===== src/rtl/sinc_dec_pkg.sv =====
package sinc_dec_pkg;

  localparam int KIND_W = 3;

  typedef enum logic [KIND_W-1:0] {
    KIND_FAST  = 3'd0,
    KIND_SINC1 = 3'd1,
    KIND_SINC2 = 3'd2,
    KIND_SINC3 = 3'd3,
    KIND_SINC4 = 3'd4,
    KIND_SINC5 = 3'd5,
    KIND_RSV6  = 3'd6,
    KIND_RSV7  = 3'd7
  } flt_kind_e;

  // Decimation instants discarded after enable while comb delays fill.
  function automatic logic [KIND_W-1:0] fill_of(input flt_kind_e k);
    return (k == KIND_FAST) ? 3'd4 : k;
  endfunction

  // Integrator/comb depth actually used by a filter kind.
  function automatic logic [KIND_W-1:0] depth_of(input flt_kind_e k);
    return (k == KIND_FAST) ? 3'd2 : k;
  endfunction

endpackage


===== src/rtl/sinc_integ_chain.sv =====
module sinc_integ_chain #(
  parameter int IN_W   = 2,
  parameter int ACC_W  = 53,
  parameter int STAGES = 5
) (
  input  logic             clk,
  input  logic             rst_n,
  input  logic             clr,
  input  logic             step,
  input  logic [IN_W-1:0]  x,
  input  logic [2:0]       sel,
  output logic [ACC_W-1:0] tap
);

  // nxt[k] is the value integrator k takes on this step; the taps are
  // combinational so the current sample is already inside the sum.
  logic [ACC_W-1:0] nxt [0:STAGES];

  assign nxt[0] = {{(ACC_W-IN_W){x[IN_W-1]}}, x};

  for (genvar k = 1; k <= STAGES; k++) begin : g_stage
    logic [ACC_W-1:0] acc;
    assign nxt[k] = acc + nxt[k-1];
    always_ff @(posedge clk or negedge rst_n) begin
      if (!rst_n)     acc <= '0;
      else if (clr)   acc <= '0;
      else if (step)  acc <= nxt[k];
    end
  end

  always_comb begin
    tap = '0;
    for (int k = 1; k <= STAGES; k++) begin
      if (sel == 3'(k)) tap = nxt[k];
    end
  end

endmodule


===== src/rtl/sinc_comb_chain.sv =====
module sinc_comb_chain #(
  parameter int ACC_W  = 53,
  parameter int STAGES = 5
) (
  input  logic             clk,
  input  logic             rst_n,
  input  logic             clr,
  input  logic             step,
  input  logic [ACC_W-1:0] din,
  input  logic [2:0]       sel,
  input  logic             fast,
  output logic [ACC_W-1:0] y
);

  logic [ACC_W-1:0] c [0:STAGES];
  logic [ACC_W-1:0] hist1, hist2;

  assign c[0] = din;

  for (genvar k = 1; k <= STAGES; k++) begin : g_stage
    logic [ACC_W-1:0] dly;
    assign c[k] = c[k-1] - dly;
    always_ff @(posedge clk or negedge rst_n) begin
      if (!rst_n)     dly <= '0;
      else if (clr)   dly <= '0;
      else if (step)  dly <= c[k-1];
    end
  end

  // Two-deep history of the second comb output for the (1 + z^-2R) term.
  always_ff @(posedge clk or negedge rst_n) begin
    if (!rst_n) begin
      hist1 <= '0;
      hist2 <= '0;
    end else if (clr) begin
      hist1 <= '0;
      hist2 <= '0;
    end else if (step) begin
      hist1 <= c[2];
      hist2 <= hist1;
    end
  end

  always_comb begin
    y = '0;
    for (int k = 1; k <= STAGES; k++) begin
      if (sel == 3'(k)) y = c[k];
    end
    if (fast) y = c[2] + hist2;
  end

endmodule


===== src/rtl/sinc_dec_ctrl.sv =====
module sinc_dec_ctrl #(
  parameter int OSR_W = 10
) (
  input  logic             clk,
  input  logic             rst_n,
  input  logic             clr,
  input  logic             step,
  input  logic [OSR_W-1:0] osr,
  input  logic [2:0]       fill,
  input  logic             kind_ok,
  output logic             hit,
  output logic             emit
);

  logic [OSR_W-1:0] phase;
  logic [2:0]       seen;

  assign hit  = step && (phase == osr);
  assign emit = hit && kind_ok && (seen >= fill);

  always_ff @(posedge clk or negedge rst_n) begin
    if (!rst_n)     phase <= '0;
    else if (clr)   phase <= '0;
    else if (step)  phase <= hit ? '0 : phase + 1'b1;
  end

  always_ff @(posedge clk or negedge rst_n) begin
    if (!rst_n)                    seen <= '0;
    else if (clr)                  seen <= '0;
    else if (hit && seen != 3'd7)  seen <= seen + 3'd1;
  end

endmodule


===== src/rtl/sinc_decimator.sv =====
module sinc_decimator
  import sinc_dec_pkg::*;
#(
  parameter  int IN_W    = 2,
  parameter  int OSR_W   = 10,
  parameter  int MAX_ORD = 5,
  localparam int ACC_W   = IN_W + MAX_ORD * OSR_W + 1
) (
  input  logic             clk,
  input  logic             rst_n,
  input  logic             en,
  input  logic [2:0]       order_sel,
  input  logic [OSR_W-1:0] osr_sel,
  input  logic             in_valid,
  output logic             in_ready,
  input  logic [IN_W-1:0]  in_data,
  output logic             out_valid,
  input  logic             out_ready,
  output logic [ACC_W-1:0] out_data
);

  flt_kind_e        kind_q;
  logic [OSR_W-1:0] osr_q;
  logic             kind_ok, fast, clr, step, hit, emit;
  logic [2:0]       depth, fill;
  logic [ACC_W-1:0] tap, comb_y;

  always_ff @(posedge clk or negedge rst_n) begin
    if (!rst_n) begin
      kind_q <= KIND_SINC1;
      osr_q  <= '0;
    end else if (!en) begin
      kind_q <= flt_kind_e'(order_sel);
      osr_q  <= osr_sel;
    end
  end

  assign kind_ok  = (kind_q == KIND_FAST) || (kind_q <= 3'(MAX_ORD));
  assign fast     = (kind_q == KIND_FAST);
  assign depth    = depth_of(kind_q);
  assign fill     = fill_of(kind_q);
  assign clr      = !en;
  assign in_ready = !(out_valid && !out_ready);
  assign step     = en && in_valid && in_ready;

  sinc_integ_chain #(.IN_W(IN_W), .ACC_W(ACC_W), .STAGES(MAX_ORD)) u_integ (
    .clk(clk), .rst_n(rst_n), .clr(clr), .step(step),
    .x(in_data), .sel(depth), .tap(tap)
  );

  sinc_dec_ctrl #(.OSR_W(OSR_W)) u_ctrl (
    .clk(clk), .rst_n(rst_n), .clr(clr), .step(step),
    .osr(osr_q), .fill(fill), .kind_ok(kind_ok),
    .hit(hit), .emit(emit)
  );

  sinc_comb_chain #(.ACC_W(ACC_W), .STAGES(MAX_ORD)) u_comb (
    .clk(clk), .rst_n(rst_n), .clr(clr), .step(hit),
    .din(tap), .sel(depth), .fast(fast), .y(comb_y)
  );

  always_ff @(posedge clk or negedge rst_n) begin
    if (!rst_n) begin
      out_valid <= 1'b0;
      out_data  <= '0;
    end else if (!en) begin
      out_valid <= 1'b0;
    end else if (emit) begin
      out_valid <= 1'b1;
      out_data  <= comb_y;
    end else if (out_ready) begin
      out_valid <= 1'b0;
    end
  end

endmodule


===== config.mk =====
export PLATFORM = sky130hd
export DESIGN_NAME = sinc_decimator
export DESIGN_NICKNAME = d
export VERILOG_FILES = /design/src/rtl/sinc_dec_pkg.sv /design/src/rtl/sinc_integ_chain.sv /design/src/rtl/sinc_comb_chain.sv /design/src/rtl/sinc_dec_ctrl.sv /design/src/rtl/sinc_decimator.sv
export SDC_FILE = /design/constraint.sdc
export NUM_CORES = 2
export LEC_CHECK = 0
export BUFFER_PORTS_ARGS = -buffer_cell sky130_fd_sc_hd__buf_2
export CAP_MARGIN = 20
export CORE_MARGIN = 3
export CORE_UTILIZATION = 31
export CTS_BUF_LIST = sky130_fd_sc_hd__clkbuf_4
export DETAILED_ROUTE_END_ITERATION = 16
export PLACE_DENSITY = 0.49
export SYNTH_ARGS = -nofsm -noshare
export SYNTH_HDL_FRONTEND = slang
export SYNTH_SLANG_ARGS = --single-unit

===== constraint.sdc =====
create_clock -name clk -period 21.2 [get_ports clk]
set_clock_uncertainty 0.05 [all_clocks]
set_input_delay 4.24 -clock clk [delete_from_list [all_inputs] [get_ports clk]]
set_output_delay 4.24 -clock clk [all_outputs]
set_load 0.005 [all_outputs]

==> results.py <==
metrics = {
    "status": {
        "outcome": "finished, final reports clean",
    },
    "final_layout": {
        "final_common_cell": "buf_4",
        "fin_area_mm2": 0.0757,
        "area_growth_pct": 28.5,
        "finalNetCount": 9528,
        "final_cell_mix": "1,465 x buf_4, 929 x nand2_1, 775 x a21oi_1",
        "post_route_cells_drive_above_1_share": 0.232,
    },
    "sta": {
        "setup_viol": 0,
        "slew_viol_final": 0,
        "fin_crit_sh": 0.953,
        "setup_ws_ns": 1.00,
        "fmax_ghz": 0.0495,
        "final-hold-violation-count": 0,
        "rsz0062_at_grt": "true",
        "period_minus_slack_ns": 20.20,
        "tightest_slew_ns": 1.03,
        "maxSlewHeadroom": 0.313,
    },
    "setup_path": {
        "r2r_setup_slack_ns": 3.90,
        "crit_path_start_kind": "input port",
        "r2r_start": "u_integ.g_stage[1].acc[1]",
        "critPathSlowestCell": "or4_1",
        "slowest_delay_ns": 0.55,
        "r2r_cells": 95,
        "crit_fanout": 6,
        "critPathKind": "input port to flip-flop",
        "end_kind": "flip-flop",
        "crit_top_cell": "a21o_1",
        "crit_arrival_ns": 21.29,
        "required_ns": 22.30,
        "rr_endpoint": "out_data[52]",
    },
    "yosys": {
        "synth_compound_area_frac": 0.280,
        "ys_warn_count": 0,
        "async_flop_share": 1.00,
        "ys.flop_type": "dfrtp_1",
        "synth_edf_count": 0,
        "synth_fa_ha_area_frac": 0.129,
        "synth-seq-area-share": 0.282,
        "netlist_area_mm2": 0.0589,
        "synth_seq_cells": 663,
        "synth.area.mux_share": 0.0112,
        "syn-instance-count": 7488,
        "synth_cell_types": 102,
        "synth_top_family_by_area": "compound AO/OA/AOI/OAI gates",
        "avgSynthCellArea_um2": 7.87,
        "synth-simple-area-share": 0.159,
        "synth-xor-area-share": 0.0831,
        "synthesis.nets": 8107,
    },
    "drt": {
        "drc_errors": 0,
        "drt_wl_total_um": 225000,
        "vias": 60100,
        "viasPerCell": 5.20,
        "wire_per_inst_um": 19.5,
        "drt_iter0_drc": 4052,
        "ant_nets": 0,
        "drt_pass1_iterations": 8,
    },
    "clocking": {
        "clkTransAtPathRegs_ns": 0.06,
        "clockBufferDepth": 3,
        "clk_latency_ns": 1.29,
        "cts_buffers": 203,
        "hold_buffers": 0,
        "clkSinkCount": 663,
        "htreeDepth": 4,
        "tritoncts": "built",
        "cts-root-buf": "clkbuf_4",
    },
    "die": {
        "die-area_mm2": 0.195,
        "die_y_um": 442,
        "num_rows": 159,
        "io_pins": 75,
        "chipWidth_um": 442,
        "start_util": 0.313,
        "design.core.area_mm2": 0.188,
    },
    "global_route": {
        "grt_pass1_vias": 60000,
        "grt_max_degree": 206,
        "grt_antenna_before_repair": 8,
        "grt.total_usage": 0.225,
        "grt_first_pass_wirelength_um": 346000,
        "overflow": 0,
    },
    "hold_path": {
        "min_path_cells": 2,
        "min_from": "out_data[28]",
        "hp-class": "flip-flop to flip-flop",
        "holdPathEnd": "out_data[28]",
    },
    "flow_run": {
        "cap_violations": 0,
    },
    "placed_design": {
        "hpwl_um": 164000,
        "gp_congestion": 0.948,
        "place_ws_ns": -0.997,
        "dpl_cell_area_mm2": 0.0722,
        "port_buffers": 74,
    },
}
==> cells by family (layout without fill, tap and decap cells) <==
| family | after synthesis | count (layout) |
|---|---|---|
| adders and majority gates | 599 | 599 |
| other | 0 | 10 |
| muxes | 62 | 62 |
| DFF | 663 | 663 |
| AOI/OAI and AO/OA | 2621 | 2621 |
| xor gates and xnor gates | 548 | 548 |
| and+or+nand+nor | 2114 | 2114 |
| buffers and inverters | 881 | 2455 |
==> timing repair <==
action / CTS / global route
resized for setup: 0 / 180
setup endpoints to repair: 0 / 18
buffers inserted: 0 / 11
==> metal layers <==
layer  vias up  part of all wire  global-route usage
li1      29600                 -                   -
met1     28600              0.46               0.302
met2      1463              0.46               0.371
met3       382             0.049              0.0301
met4         0             0.032              0.0744
met5         -                 0                   0
==> critical path, delay by kind of cell <==
family | cells | cell delay, ns
AOI/OAI and AO/OA | 39 | 7.13
xor gates and xnor gates | 11 | 1.99
adders and majority gates | 10 | 3.22
and+or+nand+nor | 24 | 3.45
buffers and inverters | 10 | 1.23
==> worst max-delay path by stage <==
| stage | cells past startpoint | from | slack [ns] | end |
|---|---|---|---|---|
| after global routing | 96 | in_data[1] | -0.04 | out_data[52] |
| final | 94 | in_data[1] | 1.00 | out_data[52] |
| after CTS | 96 | in_data[1] | 0.33 | out_data[51] |
| after global placement | 94 | in_data[1] | -0.84 | out_data[51] |
| after detailed placement | 94 | in_data[1] | -1.0 | out_data[51] |
| after floorplan | 91 | in_data[1] | 0.58 | out_data[52] |
==> area by class of cell <==
type	instances	area [um2]
clock buffer	285	2140
tap	2495	3120
antenna	10	25.0
fill	19300	113000
inverter	555	2090
multi-input combinational	5944	39800
clock inverter	73	429
sequential	663	16600
timing repair buffer	1542	11400
==> synth_stat cells (all sizes together) (37+ instances only) <==
library cell	n	area, um2
nand2	935	3510
a21oi	812	4070
dfrtp	662	16600
ha	588	7360
o21ai	578	2900
inv	554	2080
nor2	484	1820
a21o	364	2740
xnor2	352	3120
clkbuf	267	1000
nand3	231	1160
xor2	193	1700
o31ai	171	1300
o21bai	104	781
nand2b	93	582
nor3	86	430
o22ai	75	469
a31oi	71	465
o21a	71	542
nor2b	66	413
and3	60	375
buf	59	239
nand4	59	369
a211oi	55	423
mux2i	39	390
a22oi	37	278
==> state kept, by name (all words and copies together) (netlist names) <==
name                 flops
out_valid                1
u_ctrl.seen              3
u_integ.g_stage.acc    265
u_ctrl.phase            10
u_comb.g_stage.dly     265
out_data                53
u_comb.hist2            53
osr_q                   10
kind_q                   3
==> stage by stage <==
step	std cells	hold slack [ns]	TNS [ns]	utilization
floorplan	7488	0.413	0	-
global placement	11200	0.396	-4.00	0.383
detailed placement	11200	0.404	-6.54	0.383
CTS	11500	0.418	0	0.397
global route	11600	0.456	-0.0410	0.402
finish	11600	0.409	0	0.402
Power is left out: the tool's default activity adds up to more than one toggle a clock period on the data nets, which glitch-free logic cannot reach.
